<file path="config.mk">
export PLATFORM = sky130hd
export DESIGN_NAME = scan_sequencer
export DESIGN_NICKNAME = d
export VERILOG_FILES = /design/src/rtl/scan_seq_pkg.sv /design/src/rtl/scan_ch_pick.sv /design/src/rtl/scan_ts_shift.sv /design/src/rtl/scan_ovr_count.sv /design/src/rtl/scan_sequencer.sv
export SDC_FILE = /design/constraint.sdc
export NUM_CORES = 1
export LEC_CHECK = 0
export CORE_UTILIZATION = 35
export CTS_BUF_LIST = sky130_fd_sc_hd__clkbuf_2
export CTS_CLUSTER_DIAMETER = 40
export DETAILED_ROUTE_END_ITERATION = 8
export PLACE_DENSITY = 0.61
export SYNTH_ARGS = -nofsm -noshare
export SYNTH_HDL_FRONTEND = slang
export SYNTH_SLANG_ARGS = --single-unit
</file>
<file path="constraint.sdc">
create_clock -name clk -period 2.1 [get_ports clk]
set_input_delay 0.42 -clock clk [delete_from_list [all_inputs] [get_ports clk]]
set_output_delay 0.42 -clock clk [all_outputs]
set_load 0.01 [all_outputs]
</file>
<file path="src/rtl/scan_seq_pkg.sv">
package scan_seq_pkg;

    typedef enum logic [2:0] {
        SQ_IDLE,
        SQ_SEEK,
        SQ_CONV,
        SQ_SEND,
        SQ_STAMP
    } sq_state_t;

endpackage

</file>
<file path="src/rtl/scan_ch_pick.sv">
// Lowest-index set bit of the remaining mask.
module scan_ch_pick #(
    parameter int NUM_CH = 8,
    localparam int CH_W = (NUM_CH > 1) ? $clog2(NUM_CH) : 1
) (
    input  logic [NUM_CH-1:0] mask_i,
    output logic              any_o,
    output logic [CH_W-1:0]   idx_o
);

    always_comb begin
        any_o = |mask_i;
        idx_o = '0;
        for (int i = NUM_CH - 1; i >= 0; i--) begin
            if (mask_i[i]) begin
                idx_o = CH_W'(i);
            end
        end
    end

endmodule

</file>
<file path="src/rtl/scan_ts_shift.sv">
// Timestamp holding register, unloaded most significant word first.
module scan_ts_shift #(
    parameter int TS_W   = 64,
    parameter int WORD_W = 16
) (
    input  logic              clk,
    input  logic              rst_n,
    input  logic              load_i,
    input  logic              shift_i,
    input  logic [TS_W-1:0]   ts_i,
    output logic [WORD_W-1:0] word_o
);

    logic [TS_W-1:0] hold_q;

    always_ff @(posedge clk) begin
        if (!rst_n) begin
            hold_q <= '0;
        end else if (load_i) begin
            hold_q <= ts_i;
        end else if (shift_i) begin
            hold_q <= {hold_q[TS_W-WORD_W-1:0], {WORD_W{1'b0}}};
        end
    end

    assign word_o = hold_q[TS_W-1 -: WORD_W];

endmodule

</file>
<file path="src/rtl/scan_ovr_count.sv">
// Wrapping count of ignored triggers.
module scan_ovr_count #(
    parameter int CNT_W = 8
) (
    input  logic             clk,
    input  logic             rst_n,
    input  logic             hit_i,
    output logic [CNT_W-1:0] count_o
);

    always_ff @(posedge clk) begin
        if (!rst_n) begin
            count_o <= '0;
        end else if (hit_i) begin
            count_o <= count_o + 1'b1;
        end
    end

endmodule

</file>
<file path="src/rtl/scan_sequencer.sv">
module scan_sequencer
    import scan_seq_pkg::*;
#(
    parameter int NUM_CH   = 8,
    parameter int SAMPLE_W = 16,
    parameter int TS_W     = 64,
    parameter int OVR_W    = 8,
    localparam int CH_W    = (NUM_CH > 1) ? $clog2(NUM_CH) : 1
) (
    input  logic                clk,
    input  logic                rst_n,
    input  logic                trig_i,
    input  logic [NUM_CH-1:0]   chan_mask_i,
    input  logic [TS_W-1:0]     tstamp_i,
    output logic                conv_req_o,
    output logic [CH_W-1:0]     conv_chan_o,
    input  logic                conv_done_i,
    input  logic [SAMPLE_W-1:0] conv_data_i,
    output logic                out_valid_o,
    output logic [SAMPLE_W-1:0] out_data_o,
    output logic                out_last_o,
    input  logic                out_ready_i,
    output logic [OVR_W-1:0]    overrun_cnt_o
);

    localparam int TS_WORDS = TS_W / SAMPLE_W;
    localparam int WC_W     = (TS_WORDS > 1) ? $clog2(TS_WORDS) : 1;

    sq_state_t st_q, st_nxt;

    logic [NUM_CH-1:0]   mask_q;
    logic [CH_W-1:0]     chan_q;
    logic [SAMPLE_W-1:0] sample_q;
    logic [WC_W-1:0]     wcnt_q;

    logic                pick_any;
    logic [CH_W-1:0]     pick_idx;
    logic [SAMPLE_W-1:0] ts_word;
    logic                ts_final;
    logic                ts_load;
    logic                ts_shift;
    logic                scan_busy;

    assign ts_final  = (wcnt_q == WC_W'(TS_WORDS - 1));
    assign scan_busy = (st_q != SQ_IDLE);
    assign ts_load   = (st_q == SQ_IDLE) && trig_i;
    assign ts_shift  = (st_q == SQ_STAMP) && out_ready_i && !ts_final;

    scan_ch_pick #(.NUM_CH(NUM_CH)) u_pick (
        .mask_i (mask_q),
        .any_o  (pick_any),
        .idx_o  (pick_idx)
    );

    scan_ts_shift #(.TS_W(TS_W), .WORD_W(SAMPLE_W)) u_ts (
        .clk     (clk),
        .rst_n   (rst_n),
        .load_i  (ts_load),
        .shift_i (ts_shift),
        .ts_i    (tstamp_i),
        .word_o  (ts_word)
    );

    scan_ovr_count #(.CNT_W(OVR_W)) u_ovr (
        .clk     (clk),
        .rst_n   (rst_n),
        .hit_i   (trig_i && scan_busy),
        .count_o (overrun_cnt_o)
    );

    // State register
    always_ff @(posedge clk) begin
        if (!rst_n) begin
            st_q <= SQ_IDLE;
        end else begin
            st_q <= st_nxt;
        end
    end

    // Transitions
    always_comb begin
        st_nxt = st_q;
        unique case (st_q)
            SQ_IDLE:  if (trig_i) st_nxt = SQ_SEEK;
            SQ_SEEK:  st_nxt = pick_any ? SQ_CONV : SQ_STAMP;
            SQ_CONV:  if (conv_done_i) st_nxt = SQ_SEND;
            SQ_SEND:  if (out_ready_i) st_nxt = SQ_SEEK;
            SQ_STAMP: if (out_ready_i && ts_final) st_nxt = SQ_IDLE;
            default:  st_nxt = SQ_IDLE;
        endcase
    end

    // Datapath registers
    always_ff @(posedge clk) begin
        if (!rst_n) begin
            mask_q   <= '0;
            chan_q   <= '0;
            sample_q <= '0;
            wcnt_q   <= '0;
        end else begin
            unique case (st_q)
                SQ_IDLE: begin
                    if (trig_i) mask_q <= chan_mask_i;
                end
                SQ_SEEK: begin
                    chan_q <= pick_idx;
                    wcnt_q <= '0;
                end
                SQ_CONV: begin
                    if (conv_done_i) begin
                        sample_q       <= conv_data_i;
                        mask_q[chan_q] <= 1'b0;
                    end
                end
                SQ_STAMP: begin
                    if (ts_shift) wcnt_q <= wcnt_q + 1'b1;
                end
                default: ;
            endcase
        end
    end

    // Outputs
    always_comb begin
        conv_req_o  = (st_q == SQ_CONV);
        conv_chan_o = chan_q;
        out_valid_o = (st_q == SQ_SEND) || (st_q == SQ_STAMP);
        out_data_o  = (st_q == SQ_SEND) ? sample_q : ts_word;
        out_last_o  = (st_q == SQ_STAMP) && ts_final;
    end

endmodule

</file>
=== Word level (Yosys, flattened, before mapping) ===
Cells that the tools add are included.

* Order comparisons: 2
* Bitwise operators: 2
* Reduce and logical (&&, ||, !) cells: 19
* Eq/ne operators: 10
* $add $sub $neg: 2
* Multiplexer cells: 24

{| class="wikitable"
|+ Operators with widths
! kind !! count
|-
| 64-bit 2-to-1 mux || 2
|-
| 3-bit 2-to-1 mux || 13
|-
| 16-bit 2-to-1 mux || 1
|-
| 8-bit 2-to-1 mux || 2
|-
| 8-bit one-hot mux with 2 select lines || 1
|-
| 3-bit one-hot mux with 5 select lines || 1
|-
| 8-bit by 1-bit adder with 8-bit output (second input constant) || 1
|-
| 8-bit AND || 1
|-
| 2-bit != test (second input constant) || 4
|-
| 8-bit inverter || 1
|-
| 8-bit OR reduction || 1
|-
| 1-bit logical AND || 7
|-
| 3-bit by 2-bit == test with 1-bit output (second input constant) || 2
|-
| 2-bit nonzero test || 3
|-
| 3-bit by 4-bit less-than comparator with 1-bit output (second input constant) || 1
|-
| 2-bit one-hot mux with 2 select lines || 1
|-
| 2-bit AND reduction || 2
|-
| 4-bit AND reduction || 1
|-
| 1-bit demux with 3-bit select || 1
|-
| 3-bit by 1-bit == test with 1-bit output (second input constant) || 1
|-
| 3-bit == test (second input constant) || 1
|-
| 3-bit by 1-bit >= comparator with 1-bit output (second input constant) || 1
|-
| 3-bit logical NOT || 1
|-
| 3-bit AND reduction || 1
|-
| other kinds (8) || 8
|}

* Output and inout port bits: 30
* Word-level logic and storage cells: 66
* Input bits: 93
* Register bits after elaboration: 104

=== Longest topological paths before layout ===
* Word-level depth: 8
* Gate-level depth with buffers: 8
* Depth with buffers taken out: 5

=== Hierarchy ===
A second synthesis with hierarchy kept.

* Cell total of the unflattened synthesis: 542
* Area total of the unflattened synthesis: 5,579.1 µm²

{| class="wikitable"
|+ Modules (own cells, without submodules)
! module !! seq. area each (µm²) !! area each (µm²) !! cells an instance !! instances
|-
| scan_ts_shift || 1,281.2 || 3,455.8 || 300 || 1
|-
| scan_sequencer || 640.6 || 1,682.9 || 192 || 1
|-
| scan_ovr_count || 160.2 || 359.1 || 37 || 1
|-
| scan_ch_pick || 0.0 || 81.3 || 13 || 1
|}

=== Worst setup path after synthesis ===
Ideal clock, no wire load.

* Kind: flip-flop to output port
* Start: register st_q[1]
* End: output out_data_o[10]
* Arrival: 1.295 ns
* Path buffers: 2
* Stages on the path, launching flop included: 5
* Data required time: 1.680 ns
* Path slack: 0.385 ns
* Path through: dfxtp_1 buf_4 nand3b_2 buf_2 mux2_2

* Word-level cells in the longest chain between the ends: 2

{| class="wikitable"
|+ RTL lines
! what !! line !! source
|-
| start, declared || scan_sequencer.sv:29 || <nowiki>sq_state_t st_q, st_nxt;</nowiki>
|-
| start signal, assigned || scan_sequencer.sv:76 || <nowiki>st_q <= st_nxt;</nowiki>
|-
| 3-bit by 2-bit == test with 1-bit output || scan_sequencer.sv:128 || <nowiki>out_data_o = (st_q == SQ_SEND) ? sample_q : ts_word;</nowiki>
|-
| 16-bit 2-to-1 mux || scan_sequencer.sv:128 ||
|-
| end, declared || scan_sequencer.sv:20 || <nowiki>output logic [SAMPLE_W-1:0] out_data_o,</nowiki>
|}

No other way between the ends.

=== Worst setup path in the final report ===
* Start: register st_q[2]
* End: output out_data_o[10]

Same word-level chain as after synthesis.

==> qor.yml <==
critPathMaxStageDelay_ns: 0.38
cp_max_fo: 8
slew_headroom: 0.696
fill_cells: 1282
start_util: 0.365
dp_hpwl_um: 8340
cap_viol_max_count: 0
slew_viol_final: 0
syn_inst: 540
grt_use_total: 0.186
clock-root-buffer: "clkbuf_2"
synth_seq_cells: 104
yosys-top-cells-area: "dfxtp_1 (44%), a21boi_0 (12%), nand2_1 (9.9%)"
grt_pass1_vias: 4013
p_per_area_mw_per_mm2: 671
finalWeightedCongestion: 0.811
drt_pass1_iterations: 4
fmax_ghz: 0.463
initialDrtViolationCount: 232
fin_cells: 832
clk_latency_ns: 0.57
h-tree-depth: 3
run_status: "finished, violations left"
wirelength_um: 12600
viasPerCell: 4.96
arrival_ns: 1.74
drive_above_1_share: 0.159
post-route-period-util: 1.03
cts_made_buffers: 9
wl_per_cell_um: 15.1
ys_async_sr_fraction: 0
critical_path.slowest_cell: "dfxtp_2"
ys.warnings.count: 0
ir_drop_mv: 0.350
portBuffers: 122
synth_seq_area_share: 0.444
hold_violations: 0
path_cells: "nand3b_4 > buf_8 > mux2_4 > buf_6"
synth_edf_count: 0
period_needed_ns: 2.16
avgSynthCellArea_um2: 8.67
path_class: "flip-flop to output port"
io_pins: 123
grt_max_degree: 114
final_common_cell: "nand2_1"
cts_tree: "yes"
fp.coreArea_mm2: 0.0128
synth.distinct_cells: 45
setup_viol: 16
synth.top_cell.area_share: 0.444
worstHoldPathType: "input pin to flip-flop"
ant_nets: 0
grt_pass1_wl_um: 20700
endpoint_kind: "output port"
synth_top_flop_cell: "dfxtp_1"
clock_path_buffers: 2
layout_common_cells: "nand2_1 (122), clkdlybuf4s50_1 (102), dfxtp_1 (90), a21boi_0 (73), a22oi_1 (43)"
fin_nets: 751
tightest_slew_ns: 0.451
vias: 4123
syn_area_mm2: 0.00468
die_w_um: 118
multiInputGateArea_mm2: 0.00248
clock-sinks: 104
overflow: 0
syn-num-nets: 635
required_ns: 1.68
die-area_mm2: 0.0139
rsz0062_at_grt: "yes"
utilization: 0.501
layout_setup_ws_ns: -0.0576
route.detailed.drc: 0
crit_path_start_kind: "flip-flop"
regArea_mm2: 0.00211
placementRows: 41
die_h_um: 118
antenna_found_initial: 1
finClkSkew_ns: 0.0200
area_growth_pct: 37.2
failed_checks: "setup timing"
p_leak_nw: 2.39
dp_cells: 808
synth_top_area_cell: "dfxtp_1"
clkTransAtPathRegs_ns: 0.24
-- area by class of cell --
cell class                 instances  area share
timing repair buffer             150       0.241
clock buffer                      12     0.00934
sequential                       104       0.328
inverter                           2     0.00117
clock inverter                     2     0.00136
antenna                            1    0.000389
tap                              172      0.0335
multi-input combinational        389       0.385
-- per-stage QoR --
stage	total power [W]	area, um^2	hold slack (ns)	TNS (ns)	setup WS, ns
floorplan	0.00298	4680	0.435	0	0.385
global placement	0.00348	6110	0.446	0	0.118
detailed placement	0.00350	6110	0.453	0	0.0678
CTS	0.00431	6320	0.301	-2.87	-0.186
global route	0.00460	6430	0.267	-2.77	-0.179
finish	0.00432	6430	0.329	-0.783	-0.0576
-- layer usage --
layer,share of wire,global-route usage,up-vias,wire (um)
li1,-,-,2124,-
met1,0.50,0.255,1908,6320
met2,0.45,0.291,87,5720
met3,0.038,0.0470,4,482
met4,0.0054,0.0409,0,68
met5,0,0,-,0
-- power by group --
| part | leakage [nW] | switching, W | internal (W) |
|---|---|---|---|
| Sequential | 0.858 | 0.000131 | 0.00217 |
| Combinational | 1.48 | 0.000595 | 0.000660 |
| Clock | 0.0553 | 0.000608 | 0.000153 |
| Total | 2.39 | 0.00133 | 0.00298 |
-- worst paths after layout --
kind                   startpoint         endpoint  slack (ns)  cells past startpoint
setup reg to reg          st_q[2]  u_ts.hold_q[40]        0.18                      7
setup / recovery          st_q[2]   out_data_o[10]       -0.06                      4
hold reg to reg   u_ts.hold_q[29]  u_ts.hold_q[29]        0.48                      2
hold / removal              rst_n          st_q[2]        0.33                      3
-- logic make-up (layout without fill, tap and decap cells) --
logic type | after synthesis | count (layout) | share of synthesized area
AOI/OAI and AO/OA | 163 | 163 | 0.248
xor gates and xnor gates | 6 | 6 | 0.0112
adders and majority gates | 2 | 2 | 0.00534
buffers and inverters | 47 | 166 | 0.0513
DFF | 104 | 104 | 0.444
muxes | 17 | 17 | 0.0406
other | 0 | 1 | 0
and+or+nand+nor | 201 | 201 | 0.199
-- timing repair --
action	CTS	global route
hold buffers	0	0
cloned	2	0
pin swaps	1	1
setup buffers	3	7
gates resized for setup	113	40
setup endpoints to repair	23	28
-- Yosys cell counts, types with 5 or more instances --
cell / count
a21boi_0: 73
a21boi_1: 8
a21oi_1: 11
a22oi_1: 43
a31oi_1: 5
and2_1: 9
buf_2: 14
buf_4: 6
clkbuf_1: 20
dfxtp_1: 104
mux2_2: 16
nand2_1: 124
nand2b_1: 5
nand3_1: 29
nor2_1: 8
nor3_1: 5
o21ai_0: 13
-- state kept, by name, summed over array words and instances, names as in the netlist --
name and flops:
conv_chan_o 3, mask_q 8, u_ts.hold_q 64, sample_q 16
st_q 3, wcnt_q 2, u_ovr.count_o 8
-- critical path: cells and delay by family, from the launching register on --
| family | cells | cell delay (ns) |
|---|---|---|
| simple gates | 1 | 0.19 |
| buf+inv | 2 | 0.29 |
| flops | 1 | 0.38 |
| mux | 1 | 0.30 |
No activity file was read; power rests on OpenSTA's default activity.
